`src/rtl/twi_pkg.sv`:
```
package twi_pkg;

  typedef enum logic [1:0] {
    CMD_START = 2'b00,
    CMD_STOP  = 2'b01,
    CMD_WRITE = 2'b10,
    CMD_READ  = 2'b11
  } twi_cmd_e;

  // output enables: 1 pulls the line low
  typedef struct packed {
    logic scl_oe;
    logic sda_oe;
  } twi_lines_t;

  localparam int unsigned QUARTERS = 4;

endpackage

```
`src/rtl/twi_quarter_timer.sv`:
```
module twi_quarter_timer #(
  parameter int unsigned DIV_W = 8
) (
  input  logic             clk_i,
  input  logic             rst_ni,
  input  logic [DIV_W-1:0] div_i,
  input  logic             clear_i,
  output logic             tick_o
);

  logic [DIV_W-1:0] cnt_q;

  // saturates at the limit so a stalled quarter stays elapsed
  always_ff @(posedge clk_i or negedge rst_ni) begin
    if (!rst_ni)           cnt_q <= '0;
    else if (clear_i)      cnt_q <= '0;
    else if (cnt_q < div_i) cnt_q <= cnt_q + 1'b1;
  end

  assign tick_o = (cnt_q >= div_i);

  a_r2_tick_holds: assert property (@(posedge clk_i) disable iff (!rst_ni)
    (!clear_i && tick_o) |=> (tick_o || (div_i != $past(div_i))));

endmodule

```
`src/rtl/twi_line_table.sv`:
```
module twi_line_table
  import twi_pkg::*;
(
  input  twi_cmd_e   op_i,
  input  logic [1:0] phase_i,
  input  logic       bit_val_i,
  input  twi_lines_t cur_i,
  output twi_lines_t lines_o
);

  always_comb begin
    lines_o = cur_i;
    unique case (op_i)
      CMD_START: begin
        unique case (phase_i)
          2'd0: lines_o = '{scl_oe: cur_i.scl_oe, sda_oe: 1'b0};
          2'd1: lines_o = '{scl_oe: 1'b0, sda_oe: 1'b0};
          2'd2: lines_o = '{scl_oe: 1'b0, sda_oe: 1'b1};
          default: lines_o = '{scl_oe: 1'b1, sda_oe: 1'b1};
        endcase
      end
      CMD_STOP: begin
        unique case (phase_i)
          2'd0: lines_o = '{scl_oe: 1'b1, sda_oe: 1'b1};
          2'd1: lines_o = '{scl_oe: 1'b0, sda_oe: 1'b1};
          default: lines_o = '{scl_oe: 1'b0, sda_oe: 1'b0};
        endcase
      end
      default: begin
        // byte slot: clock low in quarters 0 and 3, data fixed for the slot
        lines_o.sda_oe = !bit_val_i;
        lines_o.scl_oe = (phase_i == 2'd0) || (phase_i == 2'd3);
      end
    endcase
  end

endmodule

```
`src/rtl/twi_shifter.sv`:
```
module twi_shifter #(
  parameter int unsigned DATA_W = 8
) (
  input  logic              clk_i,
  input  logic              rst_ni,
  input  logic              load_i,
  input  logic [DATA_W-1:0] load_data_i,
  input  logic              shift_i,
  input  logic              sample_i,
  input  logic              sda_i,
  output logic              tx_msb_d_o,
  output logic [DATA_W-1:0] rx_data_o
);

  logic [DATA_W-1:0] tx_q, tx_d, rx_q;

  always_comb begin
    tx_d = tx_q;
    if (load_i)       tx_d = load_data_i;
    else if (shift_i) tx_d = {tx_q[DATA_W-2:0], 1'b1};
  end

  always_ff @(posedge clk_i or negedge rst_ni) begin
    if (!rst_ni) begin
      tx_q <= '1;
      rx_q <= '0;
    end else begin
      tx_q <= tx_d;
      if (sample_i) rx_q <= {rx_q[DATA_W-2:0], sda_i};
    end
  end

  assign tx_msb_d_o = tx_d[DATA_W-1];
  assign rx_data_o  = rx_q;

endmodule

```
`src/rtl/twi_byte_master.sv`:
```
module twi_byte_master
  import twi_pkg::*;
#(
  parameter int unsigned DIV_W  = 8,
  parameter int unsigned DATA_W = 8
) (
  input  logic              clk_i,
  input  logic              rst_ni,
  input  logic [DIV_W-1:0]  quarter_div_i,
  input  logic              cmd_valid_i,
  input  logic [1:0]        cmd_i,
  input  logic [DATA_W-1:0] wr_data_i,
  input  logic              rd_nack_i,
  output logic              cmd_ready_o,
  output logic              done_o,
  output logic              ack_o,
  output logic [DATA_W-1:0] rd_data_o,
  input  logic              scl_i,
  input  logic              sda_i,
  output logic              scl_oe_o,
  output logic              sda_oe_o
);

  localparam int unsigned BIT_W = $clog2(DATA_W + 1);
  localparam logic [BIT_W-1:0] ACK_SLOT = BIT_W'(DATA_W);
  localparam logic [1:0] LAST_Q = 2'(QUARTERS - 1);

  logic              busy_q, busy_d;
  twi_cmd_e          op_q, op_d;
  logic [1:0]        phase_q, phase_d;
  logic [BIT_W-1:0]  bit_q, bit_d;
  logic              nack_q, nack_d;
  twi_lines_t        lines_q, lines_d, table_lines;
  logic              done_q, ack_q;
  logic [DATA_W-1:0] rd_q, rx_data;

  logic tick, accept, stall, advance, byte_op, ack_slot;
  logic finish, bit_step, sample, tx_msb_d, bit_val_d;

  assign accept   = cmd_valid_i && !busy_q;
  assign byte_op  = (op_q == CMD_WRITE) || (op_q == CMD_READ);
  assign ack_slot = (bit_q == ACK_SLOT);
  // quarter 1 is the released-clock quarter: wait for the line to be high
  assign stall    = (phase_q == 2'd1) && !scl_i;
  assign advance  = busy_q && tick && !stall;
  assign finish   = advance && (phase_q == LAST_Q) && (!byte_op || ack_slot);
  assign bit_step = advance && (phase_q == LAST_Q) && byte_op && !ack_slot;
  assign sample   = advance && (phase_q == 2'd2) && byte_op;

  twi_quarter_timer #(.DIV_W(DIV_W)) i_timer (
    .clk_i   (clk_i),
    .rst_ni  (rst_ni),
    .div_i   (quarter_div_i),
    .clear_i (accept || advance),
    .tick_o  (tick)
  );

  twi_shifter #(.DATA_W(DATA_W)) i_shifter (
    .clk_i       (clk_i),
    .rst_ni      (rst_ni),
    .load_i      (accept),
    .load_data_i (wr_data_i),
    .shift_i     (bit_step),
    .sample_i    (sample && !ack_slot),
    .sda_i       (sda_i),
    .tx_msb_d_o  (tx_msb_d),
    .rx_data_o   (rx_data)
  );

  always_comb begin
    busy_d  = busy_q;
    op_d    = op_q;
    phase_d = phase_q;
    bit_d   = bit_q;
    nack_d  = nack_q;
    if (accept) begin
      busy_d  = 1'b1;
      op_d    = twi_cmd_e'(cmd_i);
      phase_d = 2'd0;
      bit_d   = '0;
      nack_d  = rd_nack_i;
    end else if (advance) begin
      if (finish) begin
        busy_d  = 1'b0;
        phase_d = 2'd0;
      end else if (bit_step) begin
        bit_d   = bit_q + 1'b1;
        phase_d = 2'd0;
      end else begin
        phase_d = phase_q + 1'b1;
      end
    end
  end

  // line levels are computed for the state being entered, then registered
  always_comb begin
    if (bit_d == ACK_SLOT) bit_val_d = (op_d == CMD_WRITE) ? 1'b1 : nack_d;
    else                   bit_val_d = (op_d == CMD_WRITE) ? tx_msb_d : 1'b1;
  end

  twi_line_table i_table (
    .op_i      (op_d),
    .phase_i   (phase_d),
    .bit_val_i (bit_val_d),
    .cur_i     (lines_q),
    .lines_o   (table_lines)
  );

  assign lines_d = (busy_d && (accept || advance)) ? table_lines : lines_q;

  always_ff @(posedge clk_i or negedge rst_ni) begin
    if (!rst_ni) begin
      busy_q  <= 1'b0;
      op_q    <= CMD_STOP;
      phase_q <= 2'd0;
      bit_q   <= '0;
      nack_q  <= 1'b0;
      lines_q <= '0;
      done_q  <= 1'b0;
      ack_q   <= 1'b0;
      rd_q    <= '0;
    end else begin
      busy_q  <= busy_d;
      op_q    <= op_d;
      phase_q <= phase_d;
      bit_q   <= bit_d;
      nack_q  <= nack_d;
      lines_q <= lines_d;
      done_q  <= finish;
      if (sample && ack_slot && (op_q == CMD_WRITE)) ack_q <= !sda_i;
      if (finish && (op_q == CMD_READ)) rd_q <= rx_data;
    end
  end

  assign cmd_ready_o = !busy_q;
  assign done_o      = done_q;
  assign ack_o       = ack_q;
  assign rd_data_o   = rd_q;
  assign scl_oe_o    = lines_q.scl_oe;
  assign sda_oe_o    = lines_q.sda_oe;

  a_r1_busy_after_accept: assert property (@(posedge clk_i) disable iff (!rst_ni)
    (cmd_valid_i && cmd_ready_o) |=> !cmd_ready_o);

  a_r2_done_single: assert property (@(posedge clk_i) disable iff (!rst_ni)
    done_o |=> !done_o);

  a_r4_sda_still_scl_high: assert property (@(posedge clk_i) disable iff (!rst_ni)
    (busy_q && byte_op && !lines_q.scl_oe) |=> $stable(lines_q.sda_oe));

  a_r9_stop_releases: assert property (@(posedge clk_i) disable iff (!rst_ni)
    (done_o && (op_q == CMD_STOP)) |-> (!scl_oe_o && !sda_oe_o));

  a_r10_stretch_wait: assert property (@(posedge clk_i) disable iff (!rst_ni)
    (busy_q && (phase_q == 2'd1) && !scl_i) |=> (busy_q && (phase_q == 2'd1)));

endmodule

```
`config.mk`:
```
export PLATFORM = sky130hd
export DESIGN_NAME = twi_byte_master
export DESIGN_NICKNAME = d
export VERILOG_FILES = /design/src/rtl/twi_pkg.sv /design/src/rtl/twi_quarter_timer.sv /design/src/rtl/twi_line_table.sv /design/src/rtl/twi_shifter.sv /design/src/rtl/twi_byte_master.sv
export SDC_FILE = /design/constraint.sdc
export NUM_CORES = 1
export LEC_CHECK = 0
export BUFFER_PORTS_ARGS = -buffer_cell sky130_fd_sc_hd__buf_2
export CORE_MARGIN = 2
export CORE_UTILIZATION = 45
export CTS_BUF_LIST = sky130_fd_sc_hd__clkbuf_4
export DETAILED_ROUTE_END_ITERATION = 7
export PLACE_DENSITY = 0.71
export RECOVER_POWER = 100
export SLEW_MARGIN = 15
export SYNTH_ARGS = -nofsm -noshare
export SYNTH_HDL_FRONTEND = slang
export SYNTH_HIERARCHICAL = 1
export SYNTH_SLANG_ARGS = --single-unit
```
`constraint.sdc`:
```
create_clock -name clk_i -period 4.3 [get_ports clk_i]
set_clock_uncertainty 0.2 [all_clocks]
set_input_delay 0 -clock clk_i [delete_from_list [all_inputs] [get_ports clk_i]]
set_output_delay 0 -clock clk_i [all_outputs]
set_load 0.01 [all_outputs]
```
# Word level (Yosys, flattened, before mapping)
# Cells that the tools add are included.
classes:
  addsub: 3
  magnitude_cmp: 2
  n_eq_ne: 13
  mux: 23
  n_reduce_logical: 31
ops:
  columns: ["operator", "n"]
  rows:
  - ["8-bit 2-to-1 mux", 4]
  - ["4-bit 2-to-1 mux", 4]
  - ["1-bit logical AND", 15]
  - ["2-bit == test, second input constant", 7]
  - ["2-bit 2-to-1 mux", 5]
  - ["8-bit by 1-bit adder with 8-bit output, second input constant", 1]
  - ["4-bit == test, second input constant", 2]
  - ["8-bit >= comparator", 1]
  - ["8-bit less-than comparator", 1]
  - ["2-bit case mux with 2 select lines", 2]
  - ["1-bit zero test", 7]
  - ["1-bit 2-to-1 mux", 7]
  - ["2-bit by 1-bit == test with 1-bit output, second input constant", 3]
  - ["2-bit case mux with 3 select lines", 1]
  - ["4-bit by 1-bit adder with 4-bit output, second input constant", 1]
  - ["2-bit zero test", 2]
  - ["1-bit logical OR", 4]
  - ["2-bit nonzero test", 2]
  - ["2-bit by 1-bit adder with 2-bit output, second input constant", 1]
  - ["2-bit != test, second input constant", 1]
  - ["2-bit AND reduction", 1]
totals:
  reg_bits: 46
  wordCells: 86

# Longest topological paths before layout
# Gate-level depths: netlist (run 1).
logic_depth:
  depth_word: 15
  depth_mapped: 17
  ltp_nobuf: 16

# By module
# Netlist (run 1), hierarchy kept.
modules_own_cells:
  columns: ["module", "instances", "cells_each", "area_each_um2"]
  rows:
  - ["twi_byte_master", 1, 99, 1084.8]
  - ["twi_shifter", 1, 51, 708.2]
  - ["twi_quarter_timer", 1, 73, 688.2]
  - ["twi_line_table", 1, 13, 106.4]

# Worst setup path before layout (run 1)
# OpenSTA, ideal clock, no wires.
synth_path:
  path_kind: "register to register"
  from: "register i_timer.cnt_q[1]"
  to: "register lines_q (netlist bit sda_oe_o)"
  t_arrival_ns: 2.930
  setup_slack_ns: 1.046
  stages_incl_launch_ff: 16
  n_path_buf: 1
  synth_period_minus_slack_ns: 3.254
  cell_sequence: "dfrtp_1 -> ha_1 -> nor2b_4 -> o211ai_2 -> a21oi_2 -> buf_6 -> nor2_1 -> o21ai_0 -> o211ai_1 -> a21oi_1 -> nor2_1 -> inv_1 -> ha_1 -> nor4b_1 -> a211oi_1 -> mux2_2"
synth_lines:
  columns: ["item", "line", "rtl"]
  rows:
  - ["from (decl)", "twi_quarter_timer.sv:11", "logic [DIV_W-1:0] cnt_q;"]
  - ["from (signal assigned)", "twi_quarter_timer.sv:17", "else if (cnt_q < div_i) cnt_q <= cnt_q + 1'b1;"]
  - ["to (signal assigned)", "twi_byte_master.sv:128", "lines_q <= lines_d;"]
  - ["to (decl)", "twi_byte_master.sv:33", "twi_lines_t lines_q, lines_d, table_lines;"]

==> summary.txt, run 1 <==
Outcome
  • Status: complete, but fails checks
  • Violated checks: max-capacitance violations, max-slew violations

Pwr
  • Design Power: 1.39 mW
  • Worst VDD drop: 0.000328 V
  • Lkg Pwr: between 1 and 1.5 nW
  • PD cells: 466 nW/um^2

Routing
  • Drt wl/cell: 13.0 um
  • Routed vias/inst: about 5.2
  • Via count: around 1,900
  • Pre-antenna DRT Iters: 4
  • Post-route ant nets: 0
  • Post-route DRC: 0
  • Drt total wl: approximately 4.7 mm
  • DRT iter0 DRCs: 93

Layout
  • Final core occ: 0.537
  • Multi-input logic area: between 1000 and 1500 um^2
  • # fillers: 529
  • Layout cells sized above 1: 0.205
  • Non-Filler Instances: between 300 and 400
  • Ant. Diodes: 0
  • Most frequent cells in the layout: 37 x dfrtp_1, 27 x nand2_1, 22 x buf_2, 19 x inv_1, 18 x ha_1
  • Reg area: roughly 1200 um^2
  • Fin nets: around 330
  • Commonest non-fill, non-tap cell in the layout: dfrtp_1
  • Layout area overhead: 15.1%

STA
  • Worst Tran Pin Value: roughly 2.4 ns
  • Final Critical Period: 3.92 ns
  • Final Max Tran Viols: 47
  • # setup viols final: 0
  • Fin Setup TNS: 0 ns
  • Final Cycle Share: 0.912
  • Final hold violations: 0
  • Max Fclk: between 200 and 300 MHz
  • Slew Limit Headroom: -0.603
  • RSZ-0062 raised after global routing: no

Global route
  • Initial antenna violation count: 0
  • Pin count of the biggest net entering global routing: 47
  • Vias in the first global route: ~1,800
  • First-pass GRT wire length: roughly 8.1 mm
  • All-Layer GR Usage: 0.164
  • Global route overflow: 0

Floorplanning
  • Die Y: around 80 um
  • Core area: about 5500 um^2
  • FP Rows: 27
  • Top Ports: 37
  • Starting Density: 0.467
  • Die Area: ~6400 um^2
  • Die Span X: around 80 um

Clocking
  • Root Buffer: clkbuf_4
  • Clock Pin Slew Worst Setup and Hold Paths: about 0.15 ns
  • H-Tree Level Count: 2
  • Clock sinks: 46
  • Post-CTS setup buffers: 0
  • CTS tree: done
  • TritonCTS Buffers: 5
  • Worst-Skew Late Latency: 0.39 ns
  • Worst-case clock buffer depth: 2

Logic synthesis
  • FF+latch count, synth: 46
  • Ys async rst share: 1.00
  • Post-Syn Area: around 2600 um^2
  • Post-synthesis net count: roughly 280
  • Post-synth EDFFs: 0
  • Post-synth top flop: dfrtp_1
  • Syn_area_per_cell: 11.0 um^2
  • Sequential fraction of the synthesis area: 0.449
  • Distinct cells, synth: 49
  • YS warnings: 6
  • Syn Inst Count: 236

Placed design
  • Routability cong.: a little under 0.8
  • Cell count after placement: 340
  • HPWL Detailed: between 3 and 4 mm
  • Port Buffer Count: 36

Worst setup path
  • Data arrival time of the worst path: roughly 4 ns
  • Crit-path max FO: 11
  • Crit path launch type: flop
  • Data required time of the worst path: 4.43 ns
  • WS Path Type: reg -> reg
  • CP Capture Type: flop

Flow run
  • Max cap viols: 1

Worst hold path
  • Type of the worst min-delay path: in -> reg
## synthesized netlist by cell type, drive strengths merged, types with 2 or more instances
| cell type | n | share of area |
|---|---|---|
| nand4 | 3 | 0.0073 |
| nor3b | 3 | 0.011 |
| nor3 | 3 | 0.0077 |
| o211ai | 2 | 0.0077 |
| nor4 | 5 | 0.018 |
| nand3 | 5 | 0.0097 |
| nor2b | 4 | 0.013 |
| o31ai | 2 | 0.0058 |
| o41ai | 2 | 0.0068 |
| o31a | 3 | 0.010 |
| o21ba | 4 | 0.015 |
| inv | 19 | 0.028 |
| clkbuf | 2 | 0.0029 |
| buf | 5 | 0.019 |
| dfrtp | 37 | 0.36 |
| nand2 | 28 | 0.044 |
| mux2i | 10 | 0.039 |
| o21ai | 13 | 0.025 |
| or4 | 2 | 0.0058 |
| nor2 | 13 | 0.019 |
| dfstp | 9 | 0.091 |
| a21oi | 9 | 0.019 |
| nand2b | 2 | 0.0048 |
| mux2 | 21 | 0.10 |
| ha | 18 | 0.087 |
## area by class of cell
class                           count  area share
Multi-Input combinational cell    163       0.420
Sequential cell                    46       0.390
Timing Repair Buffer               55       0.113
Tap cell                           72      0.0303
Inverter                           20      0.0252
Clock buffer                        5      0.0126
Clock inverter                      3     0.00840
## worst max-delay path, stage by stage, from the launching register on
cell,delay (ns)
dfrtp_1,0.45
ha_1,0.31
nor2b_1,0.15
o211ai_1,0.13
a21oi_4,0.33
nor2_1,0.15
o21ai_0,0.15
o2111ai_1,0.31
nor2_1,0.18
clkbuf_1,0.53
mux2i_1,0.26
o21ai_1,0.09
nor2_1,0.12
mux2i_1,0.08
a211oi_1,0.24
mux2_2,0.18
## worst paths after layout
check / endpoint / slack [ns] / from / cells past startpoint
min in group asynchronous: i_timer/cnt_q[7] / 0.68 / rst_ni / 2
min: i_shifter/tx_q[6] / 0.16 / wr_data_i[6] / 4
max reg2reg: sda_oe_o / 0.38 / i_timer/cnt_q[1] / 15
max in group asynchronous: busy_q / 1.87 / rst_ni / 2
min reg2reg: rd_data_o[5] / 0.33 / rd_data_o[5] / 1
max: sda_oe_o / 0.38 / i_timer/cnt_q[1] / 15
## metrics by stage
stage / cell area (um^2) / hold WS (ns) / worst slack (ns)
global route: 2980 / 0.165 / 0.123
global placement: 2820 / 0.00324 / 0.598
floorplan: 2590 / -0.496 / 1.05
detailed placement: 2820 / 0.00452 / 0.338
finish: 2980 / 0.156 / 0.377
CTS: 3050 / 0.131 / 0.313
## repair_timing
| item | 4_1_cts | 5_1_grt |
|---|---|---|
| hold buffers | 16 | 0 |
| endpoints found under the hold margin | 54 | 0 |
| resized for setup | 0 | 1 |
| endpoints found under the setup margin | 0 | 1 |
## flip-flops by register name, summed over array words and instances, names as in the netlist
| name | count |
|---|---|
| i_shifter/rx_data_o | 8 |
| i_shifter/tx_q | 8 |
| i_timer/cnt_q | 8 |
| rd_data_o | 8 |
| bit_q | 4 |
| op_q | 2 |
| phase_q | 2 |
| ack_o | 1 |
| busy_q | 1 |
| done_o | 1 |
| nack_q | 1 |
| scl_oe_o | 1 |
| sda_oe_o | 1 |
## logic make-up after synthesis
family	Yosys count	synth area share
buffers and inverters	27	0.0513
AOI/OAI and AO/OA	41	0.112
adders and majority gates	18	0.0870
and+or+nand+nor	72	0.156
xor gates and xnor gates	1	0.00339
DFF	46	0.449
muxes	31	0.142
## routing by layer
metal | global-route usage | share of wire
met1 | 0.199 | 0.45
met2 | 0.289 | 0.50
met5 | 0 | 0
met3 | 0.0271 | 0.037
met4 | 0.0661 | 0.016
## power by group
| group | internal [mW] | total (mW) | switching [mW] |
|---|---|---|---|
| sequential | 0.557 | 0.649 | 0.0923 |
| clock | 0.0668 | 0.222 | 0.155 |
| combinational | 0.241 | 0.517 | 0.276 |
| total | 0.865 | 1.39 | 0.524 |
Note: power is estimated with default switching activity, not from simulation.
==> inputs of run 2 (changes only) <==
--- a/config.mk
+++ b/config.mk
@@ -6,12 +6,16 @@
 export NUM_CORES = 1
 export LEC_CHECK = 0
 export BUFFER_PORTS_ARGS = -buffer_cell sky130_fd_sc_hd__buf_2
+export CELL_PAD_IN_SITES_DETAIL_PLACEMENT = 2
+export CELL_PAD_IN_SITES_GLOBAL_PLACEMENT = 2
 export CORE_MARGIN = 2
-export CORE_UTILIZATION = 45
+export CORE_UTILIZATION = 39
 export CTS_BUF_LIST = sky130_fd_sc_hd__clkbuf_4
 export DETAILED_ROUTE_END_ITERATION = 7
-export PLACE_DENSITY = 0.71
+export PLACE_DENSITY = 0.89
 export RECOVER_POWER = 100
+export SETUP_SLACK_MARGIN = 0.02
+export SKIP_LAST_GASP = 1
 export SLEW_MARGIN = 15
 export SYNTH_ARGS = -nofsm -noshare
 export SYNTH_HDL_FRONTEND = slang
==> run 2 against run 1 <==
- the flow still finishes with violations (max-capacitance violations, max-slew violations)
- critical endpoint is now rd_data_o[7]
- non-clock buffer count is 3 higher
- hold slack worse by 0.088 ns
- highest routed layer unchanged
- sequential share of layout area is 0.41 points lower
- sequential power is 3% higher
- global-route usage is 4.1 points higher
- die area is 15% higher
==> summary.txt, run 2 (synthesis results as in run 1) <==
Layout
  • Ant. Diodes: 0 (unchanged)
  • Layout cells sized above 1: 0.217 (+0.0115)
  • Most frequent cells in the layout: 37 x dfrtp_1, 27 x nand2_1, 22 x buf_2, 19 x inv_1, 18 x ha_1
  • Layout area overhead: 16.3%
  • Commonest non-fill, non-tap cell in the layout: dfrtp_1
  • Design Area, Final: 3010 um^2 (+1.1%)
  • Fin nets: 336 (+0.90%)
  • # fillers: 699 (+32%)

Worst setup path
  • CP Capture Type: flop
  • Worst path depth: 9 (-6)
  • Worst-path cell with the longest stage delay: nor3_1
  • Reg2reg path depth: 9 (-6)
  • WS Path Type: reg -> reg
  • WP buf/inv: 0 (-1)
  • Data arrival time of the worst path: 4.01 ns (-0.04 ns)
  • Crit-path max FO: 11 (unchanged)
  • R2R Setup Slk: 0.37 ns (about the same)
  • CP endpoint: rd_data_o[7]
  • Largest stage delay on the critical path: 1.08 ns (+0.55 ns)
  • Capture point of the worst reg-to-reg path: rd_data_o[7]
  • Critical-path cell list: ha_1 -> nor2b_1 -> o211ai_2 -> a21oi_4 -> nor2_1 -> o21ai_0 -> o2111ai_1 -> nor3_1 -> mux2_2
  • Crit path from: i_timer/cnt_q[1]
  • Data required time of the worst path: 4.37 ns (-0.06 ns)
  • Reg2Reg Launch Point: i_timer/cnt_q[1]
  • Delay-heaviest family, CP: simple AND/OR/NAND/NOR gates
  • Crit path launch type: flop

Floorplanning
  • Die Area: 7300 um^2 (+15%)
  • Core area: 6390 um^2 (+15%)
  • FP Rows: 29 (+7.4%)
  • Starting Density: 0.405 (-0.0619)
  • Die Span X: 85.5 um (+7.0%)
  • Top Ports: 37 (unchanged)
  • Die Y: 85.5 um (+7.0%)

Routing
  • DRT iter0 DRCs: 59 (-37%)
  • Drt total wl: 6.81 mm (+44%)
  • Post-route DRC: 0 (unchanged)
  • Drt wl/cell: 18.3 um (+41%)
  • Via count: 1,997 (+5.0%)
  • Routed vias/inst: 5.37 (+2.8%)
  • Pre-antenna DRT Iters: 4 (unchanged)
  • Post-route ant nets: 0 (unchanged)

Placed design
  • HPWL Detailed: 4.56 mm (+41%)
  • Post-place instance area: 2840 um^2 (+0.49%)
  • Routability cong.: 0.742 (-5.1%)
  • Port Buffer Count: 36 (unchanged)

Global route
  • Initial antenna violation count: 0 (unchanged)
  • Pin count of the biggest net entering global routing: 47 (unchanged)
  • All-Layer GR Usage: 0.205 (+0.0409)
  • Vias in the first global route: 2,314 (+28%)
  • Global route overflow: 0 (unchanged)
  • First-pass GRT wire length: 11.8 mm (+46%)

Flow run
  • Max cap viols: 1 (unchanged)

STA
  • Worst Tran Pin Value: 2.52 ns (+0.111 ns)
  • Slew Limit Headroom: -0.677 (-0.0738)
  • Max Fclk: 254 MHz (-0.29%)
  • Final Max Tran Viols: 47 (unchanged)
  • WHS: 0.0672 ns (-0.0884 ns)
  • Final hold violations: 0 (unchanged)
  • Fin Setup TNS: 0 ns (unchanged)
  • Final Cycle Share: 0.915 (+0.00263)
  • Final Critical Period: 3.93 ns (+0.0113 ns)
  • RSZ-0062 raised after global routing: no
  • # setup viols final: 0 (unchanged)

Clocking
  • TritonCTS Buffers: 5 (unchanged)
  • Clock sinks: 46 (unchanged)
  • Worst-case clock buffer depth: 2 (unchanged)
  • Clock Pin Slew Worst Setup and Hold Paths: 0.14 ns (about the same)
  • Worst-Skew Late Latency: 0.38 ns (about the same)
  • H-Tree Level Count: 2 (unchanged)
  • CTS tree: done
  • Root Buffer: clkbuf_4

Pwr
  • Lkg Pwr: 1.40 nW (+1.3%)
  • Worst VDD drop: 0.000270 V (-18%)
  • PD cells: 489 nW/um^2 (+4.8%)

Outcome
  • Violated checks: max-capacitance violations, max-slew violations
  • Status: complete, but fails checks

Worst hold path
  • Type of the worst min-delay path: in -> reg
run 2: final cells by class:
cell class / count / area, um^2 / area share
multi-input combinational: 163 / 1250 / 0.417
sequential: 46 / 1160 / 0.386
timing repair buffer: 58 / 358 / 0.119
tap: 77 / 96.3 / 0.0320
inverter: 20 / 75.1 / 0.0249
clock buffer: 5 / 37.5 / 0.0125
clock inverter: 3 / 25.0 / 0.00832
run 2: worst register-to-register path, delay by kind of cell (launching register included):
kind | cells | cell delay [ns]
fa+ha+maj | 1 | 0.34
flops | 1 | 0.47
compound gates | 4 | 0.99
simple gates | 3 | 1.40
mux | 1 | 0.43
run 2: metal layers:
layer,part of all wire,wire length (um),track usage,vias to the layer above
met5,0,0,0,-
met4,0.014,93,0.0476,0
li1,-,-,-,952
met2,0.54,3670,0.384,30
met1,0.42,2860,0.245,1007
met3,0.026,179,0.0331,8
run 2: power by group:
group	internal, mW	switching (mW)	leakage (nW)	total, mW
sequential	0.558	0.108	0.590	0.666
combinational	0.255	0.324	0.775	0.579
clock	0.0670	0.159	0.0318	0.226
total	0.880	0.591	1.40	1.47
run 2: timing repair:
item / in CTS / in global routing
buffers inserted: 0 / 3
hold buffers: 15 / 0
endpoints found under the hold margin: 51 / 0
resized for setup: 0 / 1
setup endpoints to repair: 0 / 2
run 2: per-stage QoR:
step                instances  setup WS, ns  total power [mW]   util
floorplan                 236          1.05              1.05      -
detailed placement        346         0.246              1.23  0.444
CTS                       369         0.179              1.48  0.477
finish                    372         0.366              1.47  0.471
global placement          346         0.547              1.18  0.444
global route              372        0.0146              1.60  0.471
run 2: worst min path at each step:
stage / startpoint / to / slack (ns) / cells after the start
CTS: scl_i / done_o / 0.05 / 3
detailed placement: rd_nack_i / nack_q / 0.02 / 3
global placement: wr_data_i[3] / i_shifter/tx_q[3] / 0.008 / 3
finish: scl_i / phase_q[1] / 0.07 / 4
floorplan: rst_ni / ack_o / -0.50 / 0
global route: scl_i / phase_q[1] / 0.12 / 4
==> inputs of run 3 (changes only) <==
--- a/config.mk
+++ b/config.mk
@@ -9,15 +9,14 @@
 export CELL_PAD_IN_SITES_DETAIL_PLACEMENT = 2
 export CELL_PAD_IN_SITES_GLOBAL_PLACEMENT = 2
 export CORE_MARGIN = 2
-export CORE_UTILIZATION = 39
-export CTS_BUF_LIST = sky130_fd_sc_hd__clkbuf_4
+export CORE_UTILIZATION = 38
+export CTS_BUF_LIST = sky130_fd_sc_hd__clkbuf_8
 export DETAILED_ROUTE_END_ITERATION = 7
-export PLACE_DENSITY = 0.89
+export PLACE_DENSITY = 0.87
 export RECOVER_POWER = 100
 export SETUP_SLACK_MARGIN = 0.02
 export SKIP_LAST_GASP = 1
 export SLEW_MARGIN = 15
 export SYNTH_ARGS = -nofsm -noshare
 export SYNTH_HDL_FRONTEND = slang
-export SYNTH_HIERARCHICAL = 1
 export SYNTH_SLANG_ARGS = --single-unit
==> run 3 against run 2 <==
- the run still ends with max-capacitance violations, max-slew violations left
- global-route usage is 0.83 points lower
- sequential power up 3.3%
- synthesized cell count shrank 4.7%
- total power is 9.5% higher
- non-clock buffer count shrank 7
- hold slack worse by 0.038 ns
- combinational power increased by 4.1%
- via count down 5.8%
- final cell count decreased by 4.0%
- first-iteration DRC count increased by 25%
- synthesized area fell by 5.5%
==> summary.txt, run 3 <==
Logic synthesis
  • Distinct cells, synth: 43 (-12%)
  • Main area contributors after synthesis: dfrtp_1 38%, dfstp_2 9.7%, ha_1 9.2%
  • Post-synthesis net count: 267 (-4.0%)
  • Post-Syn Area: 2450 um^2 (-5.5%)
  • Ys async rst share: 1.00 (unchanged)
  • Yosys top cell area share: 0.379 (+0.0207)
  • Syn_area_per_cell: 10.9 um^2 (-0.84%)
  • Post-synth top flop: dfrtp_1
  • YS warnings: 0 (-6)
  • Post-synth EDFFs: 0 (unchanged)
  • Cell taking the most area after synthesis: dfrtp_1
  • Top cells by count, synth: 37 x dfrtp_1, 22 x nand2_1, 21 x nor2_1
  • Syn Inst Count: 225 (-4.7%)
  • Sequential fraction of the synthesis area: 0.475 (+0.0260)
  • Count leader, synth: dfrtp_1
  • FF+latch count, synth: 46 (unchanged)

STA
  • Slew Limit Headroom: -0.667 (+0.0103)
  • RSZ-0062 raised after global routing: no
  • Max Fclk: 259 MHz (+1.7%)
  • Worst Tran Pin Value: 2.50 ns (-0.0154 ns)
  • Final Max Tran Viols: 47 (unchanged)
  • Fin Setup TNS: 0 ns (unchanged)
  • # setup viols final: 0 (unchanged)
  • Final Critical Period: 3.87 ns (-0.0674 ns)
  • Final Cycle Share: 0.899 (-0.0157)
  • Final hold violations: 0 (unchanged)

Floorplanning
  • Die Y: 84.2 um (-1.4%)
  • Core area: 6280 um^2 (-1.7%)
  • Die Span X: 84.2 um (-1.4%)
  • FP Rows: 29 (unchanged)
  • Starting Density: 0.390 (-0.0155)
  • Die Area: 7090 um^2 (-2.8%)
  • Top Ports: 37 (unchanged)

Layout
  • Commonest non-fill, non-tap cell in the layout: dfrtp_1
  • Layout area overhead: 19.9%
  • Layout cells sized above 1: 0.236 (+0.0188)
  • Fin nets: 321 (-4.5%)
  • Multi-input logic area: 1190 um^2 (-5.2%)
  • # fillers: 668 (-4.4%)
  • Final core occ: 0.467 (-0.00399)
  • Ant. Diodes: 0 (unchanged)
  • Design Area, Final: 2930 um^2 (-2.5%)
  • Most frequent cells in the layout: 37 x dfrtp_1, 22 x nand2_1, 22 x nor2_1, 22 x buf_2, 19 x inv_1
  • Reg area: 1160 um^2 (unchanged)

Clocking
  • Worst-case clock buffer depth: 2 (unchanged)
  • Post-CTS setup buffers: 0 (unchanged)
  • CTS tree: done
  • Clock Pin Slew Worst Setup and Hold Paths: 0.09 ns (-0.05 ns)
  • TritonCTS Buffers: 5 (unchanged)
  • Worst-Skew Late Latency: 0.30 ns (-0.08 ns)
  • Root Buffer: clkbuf_8
  • Clock sinks: 46 (unchanged)
  • H-Tree Level Count: 2 (unchanged)

Worst setup path
  • Data arrival time of the worst path: 3.86 ns (-0.15 ns)
  • WS Path Type: reg -> reg
  • CP Capture Type: flop
  • Crit path launch type: flop
  • Crit-path max FO: 7 (-4)
  • Data required time of the worst path: 4.29 ns (-0.08 ns)

Pwr
  • Worst VDD drop: 0.000250 V (-7.4%)
  • Design Power: 1.61 mW (+9.5%)
  • PD cells: 549 nW/um^2 (+12%)
  • Lkg Pwr: 1.43 nW (+2.5%)

Placed design
  • HPWL Detailed: 4.32 mm (-5.3%)
  • Post-place instance area: 2710 um^2 (-4.4%)
  • Port Buffer Count: 36 (unchanged)
  • Routability cong.: 0.789 (+6.3%)

Global route
  • Global route overflow: 0 (unchanged)
  • Vias in the first global route: 2,155 (-6.9%)
  • All-Layer GR Usage: 0.197 (-0.00826)
  • Pin count of the biggest net entering global routing: 47 (unchanged)
  • Initial antenna violation count: 0 (unchanged)
  • First-pass GRT wire length: 11.0 mm (-6.6%)

Routing
  • Post-route DRC: 0 (unchanged)
  • Post-route ant nets: 0 (unchanged)
  • Drt wl/cell: 17.9 um (-2.4%)
  • Routed vias/inst: 5.27 (-1.8%)
  • Via count: 1,882 (-5.8%)
  • DRT iter0 DRCs: 74 (+25%)
  • Drt total wl: 6.38 mm (-6.3%)
  • Pre-antenna DRT Iters: 4 (unchanged)

Outcome
  • Status: complete, but fails checks
  • Violated checks: max-capacitance violations, max-slew violations

Flow run
  • Max cap viols: 1 (unchanged)

Worst hold path
  • Type of the worst min-delay path: in -> reg
[run 3: repair_timing]
action | in CTS | in global routing
gates resized for setup | 0 | 0
hold buffers | 14 | 0
endpoints found under the hold margin | 51 | 0
[run 3: metal layers]
layer	wire (um)	GRT usage
met4	76	0.0528
met1	2750	0.253
met2	3400	0.348
met5	0	0
met3	145	0.0275
[run 3: cell type report]
cell class | instances | area share
Inverter | 18 | 0.0230
Tap cell | 77 | 0.0328
Clock inverter | 3 | 0.0141
Clock buffer | 5 | 0.0235
Timing Repair Buffer | 51 | 0.105
Sequential cell | 46 | 0.396
Multi-Input combinational cell | 157 | 0.406
[run 3: final timing paths]
check | to | slack (ns) | depth (start not counted) | startpoint
min reg2reg | i_shifter.tx_q[3] | 0.27 | 2 | i_shifter.tx_q[3]
min | done_o | 0.03 | 3 | scl_i
min in group asynchronous | i_timer.cnt_q[6] | 0.81 | 2 | rst_ni
max reg2reg | sda_oe_o | 0.43 | 14 | i_timer.cnt_q[1]
max in group asynchronous | bit_q[0] | 1.67 | 2 | rst_ni
max | sda_oe_o | 0.43 | 14 | i_timer.cnt_q[1]
[run 3: per-stage QoR]
stage | hold WS (ns) | worst slack [ns] | cells
CTS | 0.0276 | 0.537 | 357
floorplan | -0.496 | 1.19 | 225
global route | 0.0484 | 0.0874 | 357
global placement | 0.00599 | 0.972 | 335
finish | 0.0291 | 0.434 | 357
detailed placement | 0.00492 | 0.606 | 335
[run 3: logic make-up after synthesis]
logic type      Yosys count  synth area share
simple gates             71             0.148
flops                    46             0.475
compound gates           35             0.109
mux                      25             0.112
buf+inv                  22            0.0353
fa+ha+maj                18            0.0921
xor+xnor                  8            0.0286
[run 3: where the power goes]
part	internal [mW]	leakage (nW)	switching, mW
clock network	0.171	0.0556	0.148
registers	0.573	0.581	0.115
logic	0.245	0.795	0.358
total	0.990	1.43	0.621
[run 3: worst max-delay path, stage by stage, from the launching register on]
cell and delay, ns:
dfrtp_1 0.45, ha_1 0.32, nor2b_1 0.17, o211ai_1 0.19, a21oi_1 0.24, nor2_1 0.12
nor2_1 0.36, nor2_1 0.08, a211oi_1 0.53, inv_1 0.16, ha_1 0.26, nor3_1 0.19
o21ai_0 0.09, mux2_2 0.29, o21a_1 0.10
